`src/rtl/nvc_pkg.sv`:
```
package nvc_pkg;

   localparam int KEY_W    = 14;
   localparam int KEY_STEPS = 6;

   typedef enum logic [1:0] {
      NV_IDLE = 2'd0,
      NV_BUSY = 2'd1,
      NV_HOLD = 2'd2
   } nv_state_t;

   // Steps 0..4 are shared; 5 ends a STORE, 6 ends a RECALL.
   function automatic logic [KEY_W-1:0] seq_key(input int unsigned idx);
      case (idx)
         0:       seq_key = 14'h0E38;
         1:       seq_key = 14'h31C7;
         2:       seq_key = 14'h03E0;
         3:       seq_key = 14'h3C1F;
         4:       seq_key = 14'h303F;
         5:       seq_key = 14'h0FC0;
         default: seq_key = 14'h0C63;
      endcase
   endfunction

endpackage

```
`src/rtl/nvc_mode_decode.sv`:
```
module nvc_mode_decode (
   input  logic ce_n,
   input  logic we_n,
   input  logic oe_n,
   input  logic hs_n,
   input  logic nv_idle,
   output logic rd_en,
   output logic wr_en,
   output logic dout_en
);

   logic access_ok;

   always_comb begin
      access_ok = nv_idle & hs_n & ~ce_n;
      rd_en     = access_ok & we_n;
      wr_en     = access_ok & ~we_n;
      dout_en   = access_ok & we_n & ~oe_n;
   end

endmodule

```
`src/rtl/nvc_seq_match.sv`:
```
module nvc_seq_match
   import nvc_pkg::*;
#(
   parameter int KW = KEY_W
) (
   input  logic          clk,
   input  logic          rst_n,
   input  logic          clear,
   input  logic          rd_en,
   input  logic          wr_en,
   input  logic [KW-1:0] key,
   output logic          fire_store,
   output logic          fire_recall
);

   localparam int LAST     = KEY_STEPS - 1;
   localparam int STEP_W   = $clog2(KEY_STEPS);

   logic [STEP_W-1:0] step_q;
   logic [LAST-1:0]   hit;
   logic              hit_cur;

   generate
      for (genvar gi = 0; gi < LAST; gi++) begin : g_hit
         assign hit[gi] = (key == seq_key(gi));
      end
   endgenerate

   always_comb begin
      hit_cur = 1'b0;
      for (int i = 0; i < LAST; i++) begin
         if (int'(step_q) == i) hit_cur = hit[i];
      end
      fire_store  = rd_en && (int'(step_q) == LAST) && (key == seq_key(LAST));
      fire_recall = rd_en && (int'(step_q) == LAST) && (key == seq_key(LAST + 1));
   end

   always_ff @(posedge clk or negedge rst_n) begin
      if (!rst_n) begin
         step_q <= '0;
      end else if (clear || wr_en) begin
         step_q <= '0;
      end else if (rd_en) begin
         if (int'(step_q) != LAST && hit_cur) step_q <= step_q + 1'b1;
         else if (hit[0])                     step_q <= STEP_W'(1);
         else                                 step_q <= '0;
      end
   end

endmodule

```
`src/rtl/nvc_nv_fsm.sv`:
```
module nvc_nv_fsm
   import nvc_pkg::*;
#(
   parameter int NV_CYCLES = 8
) (
   input  logic clk,
   input  logic rst_n,
   input  logic hs_n,
   input  logic wr_en,
   input  logic fire_store,
   input  logic fire_recall,
   output logic nv_idle,
   output logic busy,
   output logic nv_hold,
   output logic dirty,
   output logic store_pulse,
   output logic recall_pulse
);

   localparam int CNT_W = (NV_CYCLES > 1) ? $clog2(NV_CYCLES) : 1;

   nv_state_t        state_q, after_q;
   logic [CNT_W-1:0] cnt_q;

   assign nv_idle = (state_q == NV_IDLE);
   assign busy    = (state_q == NV_BUSY);
   assign nv_hold = (state_q == NV_HOLD);

   always_ff @(posedge clk or negedge rst_n) begin
      if (!rst_n) begin
         state_q      <= NV_IDLE;
         after_q      <= NV_IDLE;
         cnt_q        <= '0;
         dirty        <= 1'b0;
         store_pulse  <= 1'b0;
         recall_pulse <= 1'b0;
      end else begin
         store_pulse  <= 1'b0;
         recall_pulse <= 1'b0;
         case (state_q)
            NV_IDLE: begin
               if (!hs_n) begin
                  if (dirty) begin
                     state_q     <= NV_BUSY;
                     after_q     <= NV_HOLD;
                     cnt_q       <= CNT_W'(NV_CYCLES - 1);
                     store_pulse <= 1'b1;
                  end else begin
                     state_q <= NV_HOLD;
                  end
               end else if (fire_store || fire_recall) begin
                  state_q      <= NV_BUSY;
                  after_q      <= NV_IDLE;
                  cnt_q        <= CNT_W'(NV_CYCLES - 1);
                  store_pulse  <= fire_store;
                  recall_pulse <= fire_recall;
               end else if (wr_en) begin
                  dirty <= 1'b1;
               end
            end
            NV_BUSY: begin
               if (cnt_q == '0) begin
                  state_q <= after_q;
                  dirty   <= 1'b0;
               end else begin
                  cnt_q <= cnt_q - 1'b1;
               end
            end
            default: begin
               if (hs_n) state_q <= NV_IDLE;
            end
         endcase
      end
   end

endmodule

```
`src/rtl/nvc_ctrl.sv`:
```
module nvc_ctrl
   import nvc_pkg::*;
#(
   parameter int ADDR_W    = 15,
   parameter int NV_CYCLES = 8
) (
   input  logic              clk,
   input  logic              rst_n,
   input  logic              ce_n,
   input  logic              we_n,
   input  logic              oe_n,
   input  logic              hs_n,
   input  logic [ADDR_W-1:0] addr,
   output logic              rd_en,
   output logic              wr_en,
   output logic              dout_en,
   output logic              busy,
   output logic              nv_hold,
   output logic              dirty,
   output logic              store_pulse,
   output logic              recall_pulse
);

   generate
      if (ADDR_W < KEY_W) begin : g_bad_addr
         $error("nvc_ctrl: ADDR_W must cover the key field");
      end
      if (NV_CYCLES < 1) begin : g_bad_cycles
         $error("nvc_ctrl: NV_CYCLES must be at least 1");
      end
   endgenerate

   logic nv_idle;
   logic fire_store, fire_recall;

   nvc_mode_decode u_dec (
      .ce_n    (ce_n),
      .we_n    (we_n),
      .oe_n    (oe_n),
      .hs_n    (hs_n),
      .nv_idle (nv_idle),
      .rd_en   (rd_en),
      .wr_en   (wr_en),
      .dout_en (dout_en)
   );

   nvc_seq_match #(.KW(KEY_W)) u_match (
      .clk         (clk),
      .rst_n       (rst_n),
      .clear       (~nv_idle | ~hs_n),
      .rd_en       (rd_en),
      .wr_en       (wr_en),
      .key         (addr[KEY_W-1:0]),
      .fire_store  (fire_store),
      .fire_recall (fire_recall)
   );

   nvc_nv_fsm #(.NV_CYCLES(NV_CYCLES)) u_fsm (
      .clk          (clk),
      .rst_n        (rst_n),
      .hs_n         (hs_n),
      .wr_en        (wr_en),
      .fire_store   (fire_store),
      .fire_recall  (fire_recall),
      .nv_idle      (nv_idle),
      .busy         (busy),
      .nv_hold      (nv_hold),
      .dirty        (dirty),
      .store_pulse  (store_pulse),
      .recall_pulse (recall_pulse)
   );

endmodule

```
`config.mk`:
```
export PLATFORM = sky130hd
export DESIGN_NAME = nvc_ctrl
export DESIGN_NICKNAME = d
export VERILOG_FILES = /design/src/rtl/nvc_pkg.sv /design/src/rtl/nvc_mode_decode.sv /design/src/rtl/nvc_seq_match.sv /design/src/rtl/nvc_nv_fsm.sv /design/src/rtl/nvc_ctrl.sv
export SDC_FILE = /design/constraint.sdc
export NUM_CORES = 1
export LEC_CHECK = 0
export ABC_AREA = 1
export ABC_CLOCK_PERIOD_IN_PS = 1700
export BUFFER_PORTS_ARGS = -buffer_cell sky130_fd_sc_hd__buf_2
export CAP_MARGIN = 20
export CORE_MARGIN = 3
export CORE_UTILIZATION = 47
export DETAILED_ROUTE_END_ITERATION = 6
export PLACE_DENSITY_LB_ADDON = 0.25
export SLEW_MARGIN = 10
export SYNTH_ARGS = -nofsm -noshare
export SYNTH_HDL_FRONTEND = slang
export SYNTH_HIERARCHICAL = 1
export SYNTH_SLANG_ARGS = --single-unit
export TNS_END_PERCENT = 10
```
`constraint.sdc`:
```
create_clock -name clk -period 1.7 [get_ports clk]
set_input_delay 0.34 -clock clk [delete_from_list [all_inputs] [get_ports clk]]
set_output_delay 0.34 -clock clk [all_outputs]
set_load 0.01 [all_outputs]
```
==> out/metrics.yaml, run 1 <==
run_status:
  status: "finished, violations left"
  violations: "setup timing"
global_route:
  grt_pass1_wl_um: 4320
  grt_antenna_before_repair: 0
  grt_overflow: 0
  grt_max_degree: 13
  grt_pass1_vias: 1069
  grt_usage_pct: 20.0
finish:
  final_cell_mix: "37 x nand2_1, 27 x buf_2, 27 x inv_1, 19 x nand3_1, 17 x nor2_1"
  multi_input_area_um2: 727
  antenna_cells: 0
  final_common_cell: "nand2_1"
  fin_nets: 240
  syn2layout_area_growth_pct: 33.2
  drive_above_1_share_pct: 39.3
  fillCellCount: 184
  final_core_util_pct: 70.4
  seqCellArea_um2: 303
pwr:
  vdd_drop_max_uv: 1040
  power_density_nw_per_um2: 1030
  p_leak_nw: 0.799
timing:
  skew_ns: 0.0134
  hold_ws_ns: 0.461
  max_freq_ghz: 0.581
  final.period_utilization_pct: 101
  finalWorstSetupSlack_ns: -0.0197
  report.final.slew_viol_count: 0
  slew_headroom_pct: 82.0
  fin_tns_setup_ns: -0.0380
  period_needed_ns: 1.72
  final_hold_viol_count: 0
  setup-violations-final: 2
  tightest_slew_ns: 0.269
  grt_setup_unrepaired: "yes"
critical_path:
  worstReg2RegEnd: "u_fsm/after_q[1]$_DFFE_PN0P_"
  max_stage_delay_ns: 0.41
  ff2ff_path_depth: 10
  crit_chain: "nor2_4 -> buf_4 -> nand3_1 -> nor2_2 -> buf_2"
  rrSetupSlack_ns: -0.02
  endpoint_kind: "primary output"
  cp-endpoint: "wr_en"
  reg2reg_from: "u_fsm/state_q[0]$_DFFE_PN0P_"
  path_class: "flip-flop to primary output"
  critPathSlowestCell: "dfrtp_1"
  cp_data_arrival_time_ns: 1.38
  crit_start: "u_fsm/state_q[0]$_DFFE_PN0P_"
  path_max_fanout: 9
  critical-path-top-delay-family: "flip-flops"
  cp.buffers_inverters: 2
  path_depth: 5
  cp.required_ns: 1.36
  start_kind: "flip-flop"
yosys:
  ys_seq_area_share_pct: 27.3
  ys_seq_elements: 12
  avgSynthCellArea_um2: 6.63
  synth_nets: 194
  syn-cell-area_um2: 1100
  synthCells: 166
  synth_cell_types: 23
  yosys_warnings: 6
placed_design:
  dp_hpwl_um: 2100
  port_buffers: 27
  gp_congestion: 0.816
floorplanning:
  io_pins: 29
  start_util_pct: 52.9
  core-area_um2: 2080
  die_w_um: 54.4
  floorplan.rows: 16
  die-area_um2: 2960
  die_h_um: 54.4
clock_tree:
  h-tree-depth: 1
  clock_latency_ns: 0.28
  path_clk_slew_ns: 0.08
  cts_made_buffers: 3
  cts_max_path_buffers: 2
  cts_tree: "built"
  clock_sinks: 12
  cts-root-buf: "clkbuf_4"
detailed_routing:
  dr.pass1.iters: 4
  drt_wl_total_um: 2750
  drcViolationCount: 0
  drt_iter0_markers: 28
  routed_via_density: 5.07
  drt-wirelength-per-cell_um: 11.5
  vias: 1206
  antenna_left: 0
run:
  drv_cap: 0
min_path:
  hp-class: "input pin to asynchronous set/reset pin"
-- power by group --
group          total [mW]  switching (mW)  internal [mW]  leakage, nW
clock               0.225          0.0945          0.130       0.0210
sequential          0.443          0.0612          0.382        0.149
combinational       0.836           0.512          0.324        0.629
-- Yosys cell counts (all sizes together) --
cell	count	area share, %
inv	33	11
nand3	26	14
nor2	26	12
a31oi	1	0.57
ha	7	8.0
o22ai	2	1.1
nand2	46	18
nor4	1	0.57
nor3	3	1.8
nand4	5	2.8
o21ai	2	1.2
dfrtp	12	27
a21oi	2	1.2
-- cells by family after synthesis --
family / Yosys count / share of synthesized area, %
and+or+nand+nor: 107 / 49.3
buffers and inverters: 33 / 11.3
AOI/OAI and AO/OA: 7 / 4.20
DFF: 12 / 27.3
adders and majority gates: 7 / 7.95
-- repair_timing --
| item | in CTS | in global routing |
|---|---|---|
| setup endpoints to repair | 2 | 9 |
| buffers inserted | 0 | 6 |
| endpoints found under the hold margin | 12 | 0 |
| pin swaps | 0 | 8 |
| hold buffers | 1 | 0 |
| gates resized for setup | 3 | 10 |
-- layer usage --
| layer | up-vias | GRT usage, % | wire length, um |
|---|---|---|---|
| met5 | - | 0 | 0 |
| met4 | 0 | 2.49 | 29 |
| met3 | 4 | 4.90 | 161 |
| met2 | 37 | 36.1 | 1370 |
| met1 | 552 | 24.5 | 1180 |
| li1 | 613 | - | - |
-- layout make-up --
cell class | count | share of cell area [%]
Timing Repair Buffer | 41 | 16.6
Tap cell | 27 | 2.30
Multi-Input combinational cell | 121 | 49.6
Sequential cell | 12 | 20.6
Clock buffer | 4 | 2.47
Inverter | 33 | 8.45
-- state kept, by name, summed over array words and instances (netlist names) --
signal / flops
u_fsm/cnt_q: 3
u_match/step_q: 3
u_fsm/state_q: 2
u_fsm/after_q: 1
u_fsm/dirty: 1
u_fsm/recall_pulse: 1
u_fsm/store_pulse: 1
-- per-stage QoR --
| stage | cells | area, um^2 | worst slack [ns] | power [mW] |
|---|---|---|---|---|
| 2_1_floorplan | 166 | 1110 | 0.000390 | 0.964 |
| 3_3_place_gp | 227 | 1340 | 0.0665 | 1.18 |
| 3_5_place_dp | 227 | 1340 | -0.0200 | 1.21 |
| 4_1_cts | 232 | 1390 | -0.0136 | 1.45 |
| 5_1_grt | 238 | 1470 | -0.135 | 1.64 |
| 6_report | 238 | 1470 | -0.0197 | 1.50 |
-- worst min path at each step --
stage / start / endpoint / slack, ns / depth (start not counted)
finish: rst_n / u_fsm/dirty$_DFFE_PN0P_ / 0.46 / 2
global route: hs_n / u_fsm/recall_pulse$_DFF_PN0_ / 0.48 / 4
CTS: we_n / u_fsm/dirty$_DFFE_PN0P_ / 0.37 / 4
detailed placement: rst_n / u_fsm/dirty$_DFFE_PN0P_ / 0.23 / 1
global placement: rst_n / u_fsm/dirty$_DFFE_PN0P_ / 0.23 / 1
floorplan: rst_n / u_fsm/after_q[1]$_DFFE_PN0P_ / 0.04 / 0
-- worst reg2reg max path, stage by stage (launching register included) --
cell and delay, ns:
dfrtp_1 0.41, nor2_4 0.13, nand4_1 0.15, inv_2 0.14, nand3_2 0.11, nor4_4 0.27
nor2_2 0.10, nand2_1 0.08, nand3_2 0.08, nand2_1 0.09, nand2_1 0.06
Note: power is estimated with default switching activity, not from simulation.
==> run 2: changes to the inputs <==
CORE_UTILIZATION = 30   (was 47)
==> run 2 against run 1 <==
  * The flow still finishes with violations (setup timing)
  * Final cell count rose by 6.7%
  * Global-route usage down 7.7 points
  * Worst hold slack better by 0.0049 ns
  * Critical path depth unchanged
  * Register-to-register slack improved by 0.09 ns
  * Worst setup slack better by 0.018 ns
  * Clock skew fell by 0.0058 ns
  * Critical endpoint unchanged
  * Largest cell class unchanged
==> out/metrics.yaml, run 2 (synthesis gave the netlist of run 1 again) <==
run_status:
  status: "finished, violations left"
  violations: "setup timing"
global_route:
  grt_max_degree: 13  # unchanged
  grt_pass1_wl_um: 4320  # unchanged
  grt_pass1_vias: 1055  # -1.3%
  grt_usage_pct: 12.4  # -7.7 points
  grt_antenna_before_repair: 0  # unchanged
  grt_overflow: 0  # unchanged
clock_tree:
  path_clk_slew_ns: 0.05  # -0.03 ns
  cts-root-buf: "clkbuf_8"
  cts_max_path_buffers: 2  # unchanged
  clock_latency_ns: 0.24  # -0.04 ns
  h-tree-depth: 1  # unchanged
  cts_tree: "built"
  clock_sinks: 12  # unchanged
  post_cts.repair.setup_buffers: 0  # unchanged
  cts_made_buffers: 3  # unchanged
detailed_routing:
  drcViolationCount: 0  # unchanged
  vias: 1119  # -7.2%
  drt_iter0_markers: 80  # +190%
  antenna_left: 0  # unchanged
  routed_via_density: 4.41  # -13%
  drt_wl_total_um: 2500  # -8.8%
  dr.pass1.iters: 4  # unchanged
  drt-wirelength-per-cell_um: 9.85  # -15%
timing:
  final_hold_viol_count: 0  # unchanged
  finalWorstSetupSlack_ns: -0.00132  # +0.0184 ns
  skew_ns: 0.00759  # -0.00577 ns
  fin_tns_setup_ns: -0.00132  # +0.0367 ns
  max_freq_ghz: 0.588  # +1.1%
  period_needed_ns: 1.70  # -0.0184 ns
  final.period_utilization_pct: 100  # -1.1 points
  report.final.slew_viol_count: 0  # unchanged
  grt_setup_unrepaired: "yes"
  setup-violations-final: 1  # -1
  slew_headroom_pct: 82.6  # +0.59 points
  tightest_slew_ns: 0.260  # -0.00888 ns
critical_path:
  worstReg2RegEnd: "u_fsm/after_q[1]$_DFFE_PN0P_"
  path_class: "flip-flop to primary output"
  cp.buffers_inverters: 2  # unchanged
  max_stage_delay_ns: 0.42  # about the same
  rrSetupSlack_ns: 0.07  # +0.09 ns
  crit_chain: "nor2_4 -> buf_4 -> nand3_1 -> nor2_2 -> buf_2"
  reg2reg_from: "u_match/step_q[0]$_DFFE_PN0P_"
  ff2ff_path_depth: 10  # unchanged
  cp_data_arrival_time_ns: 1.36  # -0.02 ns
  endpoint_kind: "primary output"
  cp.required_ns: 1.36  # about the same
  critical-path-top-delay-family: "flip-flops"
  path_max_fanout: 9  # unchanged
  start_kind: "flip-flop"
  critPathSlowestCell: "dfrtp_2"
min_path:
  holdCritStartpoint: "we_n"
  min_to: "u_fsm/dirty$_DFFE_PN0P_"
  hp-class: "input pin to flip-flop"
  holdPathStages: 4
floorplanning:
  floorplan.rows: 21  # +5
  io_pins: 29  # unchanged
  die-area_um2: 4430  # +50%
  die_h_um: 66.6  # +22%
  core-area_um2: 3440  # +65%
  die_w_um: 66.6  # +22%
  start_util_pct: 32.0  # -21 points
finish:
  fin_nets: 237  # -1.3%
  final_core_util_pct: 42.9  # -28 points
  drive_above_1_share_pct: 35.6  # -3.8 points
  syn2layout_area_growth_pct: 34.1
  fillCellCount: 370  # +100%
  final_common_cell: "nand2_1"
  antenna_cells: 0  # unchanged
  final_cell_mix: "39 x nand2_1, 28 x inv_1, 27 x buf_2, 18 x nand3_1, 18 x nor2_1"
  largest_registers: "u_fsm/cnt_q: 3 flops, u_match/step_q: 3 flops, u_fsm/state_q: 2 flops"
pwr:
  vdd_drop_max_uv: 390  # -63%
  power_frac_seq_pct: 29.6  # about the same
  p_int_mw: 0.852  # +2.0%
  power_density_nw_per_um2: 1000  # -2.2%
  pwr-share-comb_pct: 52.5  # -3.1 points
  pwr-share-clk_pct: 17.9  # +2.9 points
  p_leak_nw: 0.805  # +0.81%
  p_sw_share_pct: 42.4  # -2.0 points
  power_switching_mw: 0.627  # -6.0%
run:
  drv_cap: 0  # unchanged
placed_design:
  dp_hpwl_um: 2080  # -1.3%
  port_buffers: 27  # unchanged
  gp_congestion: 0.779  # -4.6%
run 2: changes by cell type in the layout (fill, tap and decap cells not counted), sizes merged:
cell / before / now
buf: 40 / 37
run 2: what timing repair did:
item / CTS / global route
pin swaps: 0 / 6
hold buffers: 1 / 0
gates resized for setup: 1 / 8
hold endpoints to repair: 12 / 0
setup endpoints to repair: 1 / 10
run 2: how the worst max path moves through the flow:
stage,from,endpoint,slack (ns),cells past startpoint
after global placement,u_match/step_q[0]$_DFFE_PN0P_,u_fsm/state_q[0]$_DFFE_PN0P_,0.05,10
after CTS,u_fsm/state_q[0]$_DFFE_PN0P_,wr_en,0.02,5
final,u_fsm/state_q[1]$_DFFE_PN0P_,wr_en,-0.001,5
after global routing,u_fsm/state_q[1]$_DFFE_PN0P_,u_fsm/after_q[1]$_DFFE_PN0P_,-0.09,10
after detailed placement,u_match/step_q[0]$_DFFE_PN0P_,u_fsm/cnt_q[2]$_DFFE_PN0P_,0.05,9
after floorplan,u_fsm/state_q[0]$_DFFE_PN0P_,u_fsm/state_q[0]$_DFFE_PN0P_,0.0004,10
run 2: area by class of cell:
| cell class | count | area (um^2) | area share [%] |
|---|---|---|---|
| clock buffer | 4 | 45.0 | 3.05 |
| inverter | 33 | 124 | 8.39 |
| multi-input combinational | 121 | 728 | 49.3 |
| sequential | 12 | 302 | 20.4 |
| tap | 46 | 57.6 | 3.90 |
| timing repair buffer | 38 | 220 | 14.9 |
run 2: power by group through the flow:
stage	combinational [mW]	clock, mW	sequential (mW)
after floorplan	0.500	0	0.464
after global placement	0.759	0	0.442
after detailed placement	0.757	0	0.443
after CTS	0.766	0.276	0.438
after global routing	0.890	0.290	0.452
final	0.777	0.264	0.438
run 2: per-layer routing:
metal	vias to the layer above	wire length, um	share of wire (%)	GRT usage (%)
met5	-	0	0	0
met4	0	27	1.1	3.05
met3	4	173	6.9	2.53
met2	23	1160	46	20.5
met1	484	1140	46	16.2
li1	608	-	-	-
run 2: worst min-delay path, cell delays in order:
cell	delay [ns]
buf_2	0.10
nor2_2	0.05
nand4_1	0.10
a21oi_1	0.07
run 2: stage by stage:
step | setup WS [ns] | hold WS (ns) | power, mW | cell area (um^2) | std cells
global placement | 0.0496 | 0.232 | 1.20 | 1380 | 249
detailed placement | 0.0545 | 0.228 | 1.20 | 1380 | 249
global route | -0.0938 | 0.499 | 1.63 | 1480 | 254
floorplan | 0.000390 | 0.0444 | 0.964 | 1110 | 166
CTS | 0.0219 | 0.439 | 1.48 | 1440 | 254
finish | -0.00132 | 0.466 | 1.48 | 1480 | 254
